`src/rtl/exc_seq_pkg.sv`:
```
package exc_seq_pkg;
    localparam int XLEN      = 32;
    localparam int VEC_W     = 8;
    localparam int VER_W     = 8;
    localparam int I_BIT     = 5;
    localparam int U_BIT     = 6;
    localparam int M_BIT_OLD = 9;
    localparam int M_BIT_NEW = 30;
    localparam int VER_SPLIT = 32;
    localparam int SR_SHIFT  = 10;
    localparam int SR_KEEP   = 2;
    localparam int EXS_POS   = 8;
    localparam int N_PEND    = 3;

    typedef enum logic [2:0] {
        S_IDLE, S_UPDATE, S_FETCH_REQ, S_FETCH_WAIT, S_DONE
    } seq_st_e;

    typedef enum logic [1:0] {
        K_IRQ = 2'd0, K_NMI = 2'd1, K_BRK = 2'd2, K_BFAULT = 2'd3
    } exc_kind_e;

    typedef struct packed {
        logic [XLEN-1:0] ret;
        logic [XLEN-1:0] sr;
        logic [XLEN-1:0] exs;
        logic            swap;
        logic [XLEN-1:0] sp;
        logic [XLEN-1:0] usp;
        logic [XLEN-1:0] addr;
        logic            dclr;
    } frame_t;

    function automatic int m_flag_pos(input logic [VER_W-1:0] ver);
        return (int'(ver) < VER_SPLIT) ? M_BIT_OLD : M_BIT_NEW;
    endfunction
endpackage

```
`src/rtl/exc_arbiter.sv`:
```
module exc_arbiter
    import exc_seq_pkg::*;
(
    input  logic [N_PEND-1:0] pend,
    input  logic              irq_req,
    input  logic [VEC_W-1:0]  irq_vec,
    input  logic [VEC_W-1:0]  trap_vec,
    input  logic [VEC_W-1:0]  bfault_vec,
    input  logic [XLEN-1:0]   sr,
    input  logic [VER_W-1:0]  ver,
    input  logic              irq_locked,
    output logic              take,
    output exc_kind_e         kind,
    output logic [VEC_W-1:0]  vec
);
    logic nmi_ok;
    logic irq_ok;

    always_comb begin
        nmi_ok = pend[0] && sr[m_flag_pos(ver)];
        irq_ok = irq_req && sr[I_BIT] && !irq_locked;
        take   = 1'b1;
        kind   = K_IRQ;
        vec    = irq_vec;
        if (pend[2]) begin
            kind = K_BFAULT;
            vec  = bfault_vec;
        end else if (pend[1]) begin
            kind = K_BRK;
            vec  = trap_vec;
        end else if (nmi_ok) begin
            kind = K_NMI;
            vec  = '0;
        end else if (!irq_ok) begin
            take = 1'b0;
        end
    end
endmodule

```
`src/rtl/exc_frame.sv`:
```
module exc_frame
    import exc_seq_pkg::*;
#(
    parameter int DOFF_W = 2
) (
    input  exc_kind_e         kind,
    input  logic [VEC_W-1:0]  vec,
    input  logic [XLEN-1:0]   pc,
    input  logic [XLEN-1:0]   sr,
    input  logic [XLEN-1:0]   sp,
    input  logic [XLEN-1:0]   ksp,
    input  logic [XLEN-1:0]   ebp,
    input  logic [VER_W-1:0]  ver,
    input  logic              in_dslot,
    input  logic [DOFF_W-1:0] dslot_off,
    output frame_t            frame
);
    localparam int LOW_KEEP = XLEN - SR_KEEP - SR_SHIFT;

    logic [XLEN-1:0] sr_m;

    always_comb begin
        sr_m = sr;
        if (kind == K_NMI) begin
            sr_m[m_flag_pos(ver)] = 1'b0;
        end
        frame.sr   = {sr_m[XLEN-1 -: SR_KEEP], sr_m[LOW_KEEP-1:0], {SR_SHIFT{1'b0}}};
        frame.ret  = in_dslot ? (pc - XLEN'(dslot_off)) : pc;
        frame.dclr = in_dslot;
        frame.exs  = XLEN'(vec) << EXS_POS;
        frame.swap = sr[U_BIT];
        frame.sp   = ksp;
        frame.usp  = sp;
        frame.addr = ebp + (XLEN'(vec) << 2);
    end
endmodule

```
`src/rtl/exc_seq_top.sv`:
```
module exc_seq_top
    import exc_seq_pkg::*;
#(
    parameter int DOFF_W = 2
) (
    input  logic              clk,
    input  logic              rst_n,
    input  logic              irq_req,
    input  logic [VEC_W-1:0]  irq_vec,
    input  logic              nmi_req,
    input  logic              brk_req,
    input  logic [VEC_W-1:0]  trap_vec,
    input  logic              bfault_req,
    input  logic [VEC_W-1:0]  bfault_vec,
    input  logic [XLEN-1:0]   core_pc,
    input  logic [XLEN-1:0]   core_sr,
    input  logic [XLEN-1:0]   core_sp,
    input  logic [XLEN-1:0]   core_ksp,
    input  logic [XLEN-1:0]   core_ebp,
    input  logic [VER_W-1:0]  core_ver,
    input  logic              irq_locked,
    input  logic              in_dslot,
    input  logic [DOFF_W-1:0] dslot_off,
    output logic              busy,
    output logic              upd_valid,
    output logic              upd_erp_we,
    output logic              upd_nrp_we,
    output logic [XLEN-1:0]   upd_ret,
    output logic [XLEN-1:0]   upd_exs,
    output logic [XLEN-1:0]   upd_sr,
    output logic              upd_sp_swap,
    output logic [XLEN-1:0]   upd_sp,
    output logic [XLEN-1:0]   upd_usp,
    output logic              upd_dslot_clr,
    output logic              mem_rd,
    output logic [XLEN-1:0]   mem_addr,
    input  logic              mem_rvalid,
    input  logic [XLEN-1:0]   mem_rdata,
    output logic              ack,
    output logic [1:0]        ack_kind,
    output logic [VEC_W-1:0]  ack_vec,
    output logic [XLEN-1:0]   pc_new
);
    typedef struct packed {
        seq_st_e           st;
        exc_kind_e         kind;
        logic [VEC_W-1:0]  vec;
        frame_t            fr;
        logic [XLEN-1:0]   pc;
        logic [N_PEND-1:0] pend;
    } seq_t;

    seq_t q, d;

    logic             arb_take;
    exc_kind_e        arb_kind;
    logic [VEC_W-1:0] arb_vec;
    frame_t           frame;
    logic             fetching;

    exc_arbiter u_arb (
        .pend       (q.pend),
        .irq_req    (irq_req),
        .irq_vec    (irq_vec),
        .trap_vec   (trap_vec),
        .bfault_vec (bfault_vec),
        .sr         (core_sr),
        .ver        (core_ver),
        .irq_locked (irq_locked),
        .take       (arb_take),
        .kind       (arb_kind),
        .vec        (arb_vec)
    );

    exc_frame #(.DOFF_W(DOFF_W)) u_frame (
        .kind      (arb_kind),
        .vec       (arb_vec),
        .pc        (core_pc),
        .sr        (core_sr),
        .sp        (core_sp),
        .ksp       (core_ksp),
        .ebp       (core_ebp),
        .ver       (core_ver),
        .in_dslot  (in_dslot),
        .dslot_off (dslot_off),
        .frame     (frame)
    );

    assign fetching = (q.st == S_FETCH_REQ) || (q.st == S_FETCH_WAIT);

    always_comb begin
        d = q;
        case (q.st)
            S_IDLE: begin
                if (arb_take) begin
                    d.kind = arb_kind;
                    d.vec  = arb_vec;
                    d.fr   = frame;
                    d.st   = S_UPDATE;
                end
            end
            S_UPDATE:    d.st = S_FETCH_REQ;
            S_FETCH_REQ: d.st = S_FETCH_WAIT;
            S_FETCH_WAIT: begin
                if (mem_rvalid) begin
                    d.pc = mem_rdata;
                    d.st = S_DONE;
                end
            end
            S_DONE: begin
                case (q.kind)
                    K_NMI:    d.pend[0] = 1'b0;
                    K_BRK:    d.pend[1] = 1'b0;
                    K_BFAULT: d.pend[2] = 1'b0;
                    default:  ;
                endcase
                d.st = S_IDLE;
            end
            default: d.st = S_IDLE;
        endcase
        d.pend = d.pend | {bfault_req && !fetching, brk_req, nmi_req};
    end

    always_ff @(posedge clk) begin
        if (!rst_n) begin
            q <= '0;
        end else begin
            q <= d;
        end
    end

    assign busy          = (q.st != S_IDLE);
    assign upd_valid     = (q.st == S_UPDATE);
    assign upd_erp_we    = upd_valid && (q.kind != K_NMI);
    assign upd_nrp_we    = upd_valid && (q.kind == K_NMI);
    assign upd_ret       = q.fr.ret;
    assign upd_exs       = q.fr.exs;
    assign upd_sr        = q.fr.sr;
    assign upd_sp_swap   = upd_valid && q.fr.swap;
    assign upd_sp        = q.fr.sp;
    assign upd_usp       = q.fr.usp;
    assign upd_dslot_clr = upd_valid && q.fr.dclr;
    assign mem_rd        = (q.st == S_FETCH_REQ);
    assign mem_addr      = q.fr.addr;
    assign ack           = (q.st == S_DONE);
    assign ack_kind      = q.kind;
    assign ack_vec       = q.vec;
    assign pc_new        = q.pc;
endmodule

```
`config.mk`:
```
export PLATFORM = sky130hd
export DESIGN_NAME = exc_seq_top
export DESIGN_NICKNAME = d
export VERILOG_FILES = /design/src/rtl/exc_seq_pkg.sv /design/src/rtl/exc_arbiter.sv /design/src/rtl/exc_frame.sv /design/src/rtl/exc_seq_top.sv
export SDC_FILE = /design/constraint.sdc
export NUM_CORES = 1
export LEC_CHECK = 0
export BUFFER_PORTS_ARGS = -buffer_cell sky130_fd_sc_hd__buf_2
export CORE_AREA = 2 2 184 186
export CTS_CLUSTER_SIZE = 25
export DETAILED_ROUTE_END_ITERATION = 6
export DIE_AREA = 0 0 186 188
export GPL_TIMING_DRIVEN = 0
export PLACE_DENSITY = 0.6
export SETUP_SLACK_MARGIN = 0.05
export SYNTH_ARGS = -nofsm -noshare
export SYNTH_HDL_FRONTEND = slang
export SYNTH_SLANG_ARGS = --single-unit
```
`constraint.sdc`:
```
create_clock -name clk -period 8 [get_ports clk]
set_input_delay 0.4 -clock clk [delete_from_list [all_inputs] [get_ports clk]]
set_output_delay 0.4 -clock clk [all_outputs]
set_load 0.02 [all_outputs]
```
# After elaboration in Yosys (flattened, before gate mapping)
# Index checks and enable logic that the tools add are counted.
[totals]
register_bits = 200
elab_cells = 73
input_bits = 235
out_inout_bits = 242
[op_classes]
reduce_logical = 17
n_lt_le_gt_ge = 3
eq_ne = 11
bitwise = 3
addsub = 2
muxes = 25
[ops]
columns = ["cell", "n"]
rows = [
  ["$mux 207", 1],
  ["$mux 32", 2],
  ["$add 32x10->32", 1],
  ["$and 32x32->32", 1],
  ["$lt 32x7->1 const B", 1],
  ["$not 32->32", 1],
  ["$sub 32x2->32", 1],
  ["$mux 8", 3],
  ["$pmux 3 s4", 1],
  ["$mux 1", 11],
  ["$logic_and 1x1->1", 9],
  ["$lt 8x6->1 const B", 1],
  ["$eq 3x2->1 const B", 2],
  ["$mux 3", 2],
  ["$reduce_and 2->1", 3],
  ["$bmux 1 s5", 1],
  ["$demux 1 s5", 1],
  ["$ge 5x1->1 const B", 1],
  ["$mux 5", 1],
  ["$eq 2x1->1 const B", 2],
  ["$eq 2x2->1 const B", 2],
  ["$mux 2", 2],
  ["$ne 2x2->1 const B", 2],
  ["$eq 3x1->1 const B", 1],
  ["7 further kinds", 8],
]

# Longest topological paths before layout
[depth]
word_depth = 13
mapped_depth = 14
depth_no_buf = 13

# By module
# From an unflattened synthesis, not the netlist that was laid out.
[unflattened]
hier_cells = 1701
hier_area_um2 = 13282.7
[by_module_without_submodules]
columns = ["mod", "instances", "cells_each", "area_per_inst_um2"]
rows = [
  ["exc_seq_top", 1, 1321, 10621.4],
  ["exc_frame", 1, 342, 2437.3],
  ["exc_arbiter", 1, 38, 224.0],
]

# Worst setup path after synthesis
# OpenSTA, ideal clock, no wires.
[synth_path]
path_type = "input -> register"
start = "input core_ver[6]"
end = "register q (netlist bit mem_addr[26])"
path_slack_ns = 4.712
setup_time_ns = 0.132
arrival_time_ns = 3.156
cell_stages = 14
path_cell_list = "nor3_1 -> a31oi_1 -> buf_2 -> nand2_1 -> o21ai_0 -> mux2_2 -> ha_1 -> fa_1 -> a21o_1 -> a221oi_1 -> o22ai_1 -> nand4_1 -> xor2_1 -> a21oi_1"
[synth_via]
elab_chain_len = 10
elab_cells_between_ends = 14
cone_classes = "add/sub: 1; order compare: 1; mux: 10; reduce/logical: 2"
[synth_rtl]
columns = ["item", "line_no", "rtl"]
rows = [
  ["start, declared", "exc_seq_top.sv:20", "input logic [VER_W-1:0] core_ver,"],
  ["$lt 8x6->1", "exc_seq_pkg.sv:35", "return (int'(ver) < VER_SPLIT) ? M_BIT_OLD : M_BIT_NEW;"],
  ["$mux 5", "exc_seq_pkg.sv:35", ""],
  ["$bmux 1 s5", "exc_arbiter.sv:20", "nmi_ok = pend[0] && sr[m_flag_pos(ver)];"],
  ["$mux 1 (not written as such) (2 in a row)", "exc_arbiter.sv:20", ""],
  ["$logic_and 1x1->1", "exc_arbiter.sv:20", ""],
  ["$mux 8", "exc_arbiter.sv:31", "end else if (nmi_ok) begin"],
  ["$mux 8", "exc_arbiter.sv:28", "end else if (pend[1]) begin"],
  ["$mux 8", "exc_arbiter.sv:25", "if (pend[2]) begin"],
  ["via arb_vec[0]", "exc_seq_top.sv:57", "logic [VEC_W-1:0] arb_vec;"],
  ["$add 32x10->32", "exc_frame.sv:34", "frame.addr = ebp + (XLEN'(vec) << 2);"],
  ["end signal, assigned", "exc_seq_top.sv:126", "q <= '0;"],
  ["end signal, assigned", "exc_seq_top.sv:128", "q <= d;"],
  ["end, declared", "exc_seq_top.sv:53", "seq_t q, d;"],
]
# The timed path passes the listed nets, and every way through them passes these cells. The select of a mux whose other input is x is not followed.
# A chain may end at the register's enable or synchronous reset.

# Final worst setup path
[layout_path]
start = "register q[1] (netlist name)"
end = "register q (netlist bit mem_addr[18])"
[layout_via]
elab_chain_len = 3
elab_cells_between_ends = 6
cone_classes = "add/sub: 1; mux: 4; reduce/logical: 1"
[layout_rtl]
columns = ["item", "line_no"]
rows = [
  ["$mux 8", "exc_arbiter.sv:28"],
  ["$mux 8", "exc_arbiter.sv:25"],
  ["via arb_vec[0]", "exc_seq_top.sv:57"],
  ["$add 32x10->32", "exc_frame.sv:34"],
]
# The timed path passes the listed nets, and every way through them passes these cells.

==> results.toml <==
[status]
status = "finished, final reports clean"

[floorplanning]
start_util_pct = 30.73
die_w_um = 186
rows = 67
die_h_um = 188
ios = 477
design.die.area_um2 = 34970
core_um2 = 33110

[logic_synthesis]
synth_area_um2 = 10180
async_reset_ff_share_pct = 0
yosysSeqAreaShare_pct = 39.15
ys.flop_type = "dfxtp_1"
syn_avg_cell_area_um2 = 7.919
yosysUniqueCellTypes = 55
synth_seq_cells = 199
synth_cells = 1285
yosysWarnings = 0
synth-edff-count = 0

[route]
drcViolationCount = 0
vias = 9895
drt-total-wl_um = 35330
wl_per_cell_um = 15.87
viasPerCell = 4.445
ant_nets = 0
dr.first_iter.drc_count = 440
dr.pass1.iters = 5

[place]
globalplace.congestion = 0.8004
port_buffers = 426
dp_hpwl_um = 28270

[global_route]
grt_pass1_wl_um = 52400
antenna_found_initial = 3
grt_pass1_vias = 9421
track_usage_pct = 19.70
grt_max_degree = 19
grt-ovfl-total = 0

[setup_path]
critPathLaunch = "q[1]"
worst-path-buf-inv = 2
worstPathRequired_ns = 8.33
path_cells = "clkbuf_1, clkbuf_1, o21ai_0, mux2_2, ha_1, fa_1, a21o_1, a221oi_1, o22ai_1, nand4_1, xor2_1, a21oi_1"
rr_endpoint = "mem_addr[18]"
cp.depth = 12
cp_max_fo = 10
crit_path_end_kind = "flop"
crit_slowest_cell = "clkbuf_1"
r2r-start = "q[1]"
ff2ff_path_depth = 12
crit_top_cell = "clkbuf_1"
startpoint_type = "flop"
cp.arrival_ns = 4.69
cp-endpoint = "mem_addr[18]"
r2r_slack_ns = 3.64
path_delay_family = "compound AO/OA/AOI/OAI gates"
worst_path_largest_cell_delay_ns = 0.55
crit_type = "reg -> reg"

[timing]
post-route-min-period_ns = 4.357
finalMaxSlewViolations = 0
finalHoldViolations = 0
fin_crit_sh_pct = 54.46
rsz0062_at_grt = "false"
finalSetupTns_ns = 0
max_freq_ghz = 0.2295
relSlewSlack_pct = 33.31
final-setup-viol-count = 0
tightest_slew_ns = 1.000
fin_worst_skew_ns = 0.01504

[clock_tree]
cts_root_buf = "clkbuf_16"
cts_buffer_depth = 2
hold_buffers = 0
ctsResizeCount = 0
cts_tree = "built"
cts_buffers = 17
worstSkewPairLatency_ns = 0.46
clkTransAtPathRegs_ns = 0.08
cts_max_level = 4
clock-sinks = 199
post_cts_buffers = 0

[layout]
post-route-util_pct = 40.96
final_common_cell = "buf_2"
drive_gt1_share_pct = 40.77
fin_nets = 2010
most-common-layout-cells = "427 x buf_2, 289 x nand2_1, 234 x buf_4"
area_growth_syn_to_layout_pct = 33.30
regArea_um2 = 3984
fill_cells = 3475
multi_input_area_um2 = 4258

[power]
power_leakage_nw = 6.556
power.density_nw_per_um2 = 232.2
vdd_drop_max_mv = 0.1434

[min_path]
hold_path_class = "in -> reg"

[run]
maxCapViolCount = 0
[per-layer routing]
metal | routed length (µm) | up-vias | track usage, %
met2 | 17190 | 345 | 33.94
li1 | - | 4970 | -
met1 | 14980 | 4541 | 24.01
met3 | 2423 | 37 | 5.088
met4 | 719 | 2 | 5.633
met5 | 13 | - | 0
[cells by family after synthesis]
kind of cell | Yosys count | synth area share, %
AO/OA/AOI/OAI | 270 | 14.99
XOR/XNOR | 53 | 4.562
adder cells (fa/ha/maj) | 12 | 1.623
buffers and inverters | 312 | 20.23
flip-flops | 199 | 39.15
multiplexers | 9 | 0.9837
other | 1 | 0.03685
AND/OR/NAND/NOR | 429 | 18.43
[registers in the layout (all words and copies together), names as in the netlist]
name      cells
upd_exs       8
q             7
pc_new       32
upd_sr       22
upd_ret      32
mem_addr     32
upd_sp       32
upd_usp      32
ack_kind      2
[layout make-up]
cell class                      instances  area share [%]
Buffer                                305           14.98
Tap cell                              448           4.132
Clock buffer                           17           3.136
Antenna cell                            2         0.03690
Clock inverter                         15           1.042
Timing Repair Buffer                  426           15.72
Multi-Input combinational cell        807           31.39
Inverter                                7          0.1937
Sequential cell                       199           29.37
[synthesized netlist by cell type (5+ instances only)]
cell type | instances | area (µm²)
xor2_1 | 15 | 131.4
nor2_1 | 47 | 176.4
inv_1 | 7 | 26.28
and2_1 | 5 | 31.28
a31o_2 | 11 | 96.34
dfxtp_1 | 199 | 3984
mux2_2 | 8 | 90.09
nand2_1 | 289 | 1085
o21ai_0 | 43 | 215.2
buf_4 | 234 | 1757
nand4_1 | 10 | 62.56
a211oi_1 | 21 | 157.7
xnor2_1 | 38 | 332.8
nand3_1 | 8 | 40.04
ha_1 | 10 | 125.1
or4_1 | 5 | 37.54
nor4_1 | 9 | 56.30
clkbuf_1 | 69 | 259.0
nor3_1 | 13 | 65.06
nand2b_1 | 6 | 37.54
and3_1 | 10 | 62.56
a21oi_1 | 169 | 845.8
or3_1 | 7 | 43.79
[worst min path at each step]
stage,start,end,slack (ns),cells after the start
2_1_floorplan,q[35],q[35],0.43,2
4_1_cts,mem_rdata[31],pc_new[31],0.15,3
5_1_grt,mem_rdata[8],pc_new[8],0.15,3
6_report,mem_rdata[5],pc_new[5],0.17,3
3_3_place_gp,q[35],q[35],0.44,2
3_5_place_dp,upd_usp[2],upd_usp[2],0.45,2
[worst register-to-register path, cell delays in order (launching register included)]
cell	delay (ns)
dfxtp_1	0.31
clkbuf_1	0.54
clkbuf_1	0.56
o21ai_0	0.19
mux2_2	0.34
ha_1	0.24
fa_1	0.42
a21o_1	0.23
a221oi_1	0.54
o22ai_1	0.42
nand4_1	0.23
xor2_1	0.17
a21oi_1	0.08
[report_power, final]
part	switching [W]	total [W]	internal [W]	leakage, nW
combinational	0.000646	0.00109	0.000442	4.64
sequential	0.0000764	0.00120	0.00112	1.64
clock	0.000425	0.000863	0.000437	0.276
total	0.00115	0.00315	0.00200	6.56
[through the flow]
step	cell area, µm²	hold slack (ns)	cells	worst slack (ns)	total power [W]
4_1_cts	13560	0.1497	2224	3.520	0.003187
6_report	13560	0.1717	2226	3.643	0.003149
3_3_place_gp	12990	0.4400	2192	3.602	0.002310
2_1_floorplan	10300	0.4317	1318	4.712	0.001931
3_5_place_dp	12990	0.4469	2192	3.551	0.002319
5_1_grt	13560	0.1502	2226	3.272	0.003329
(Power assumes the default switching activity.)
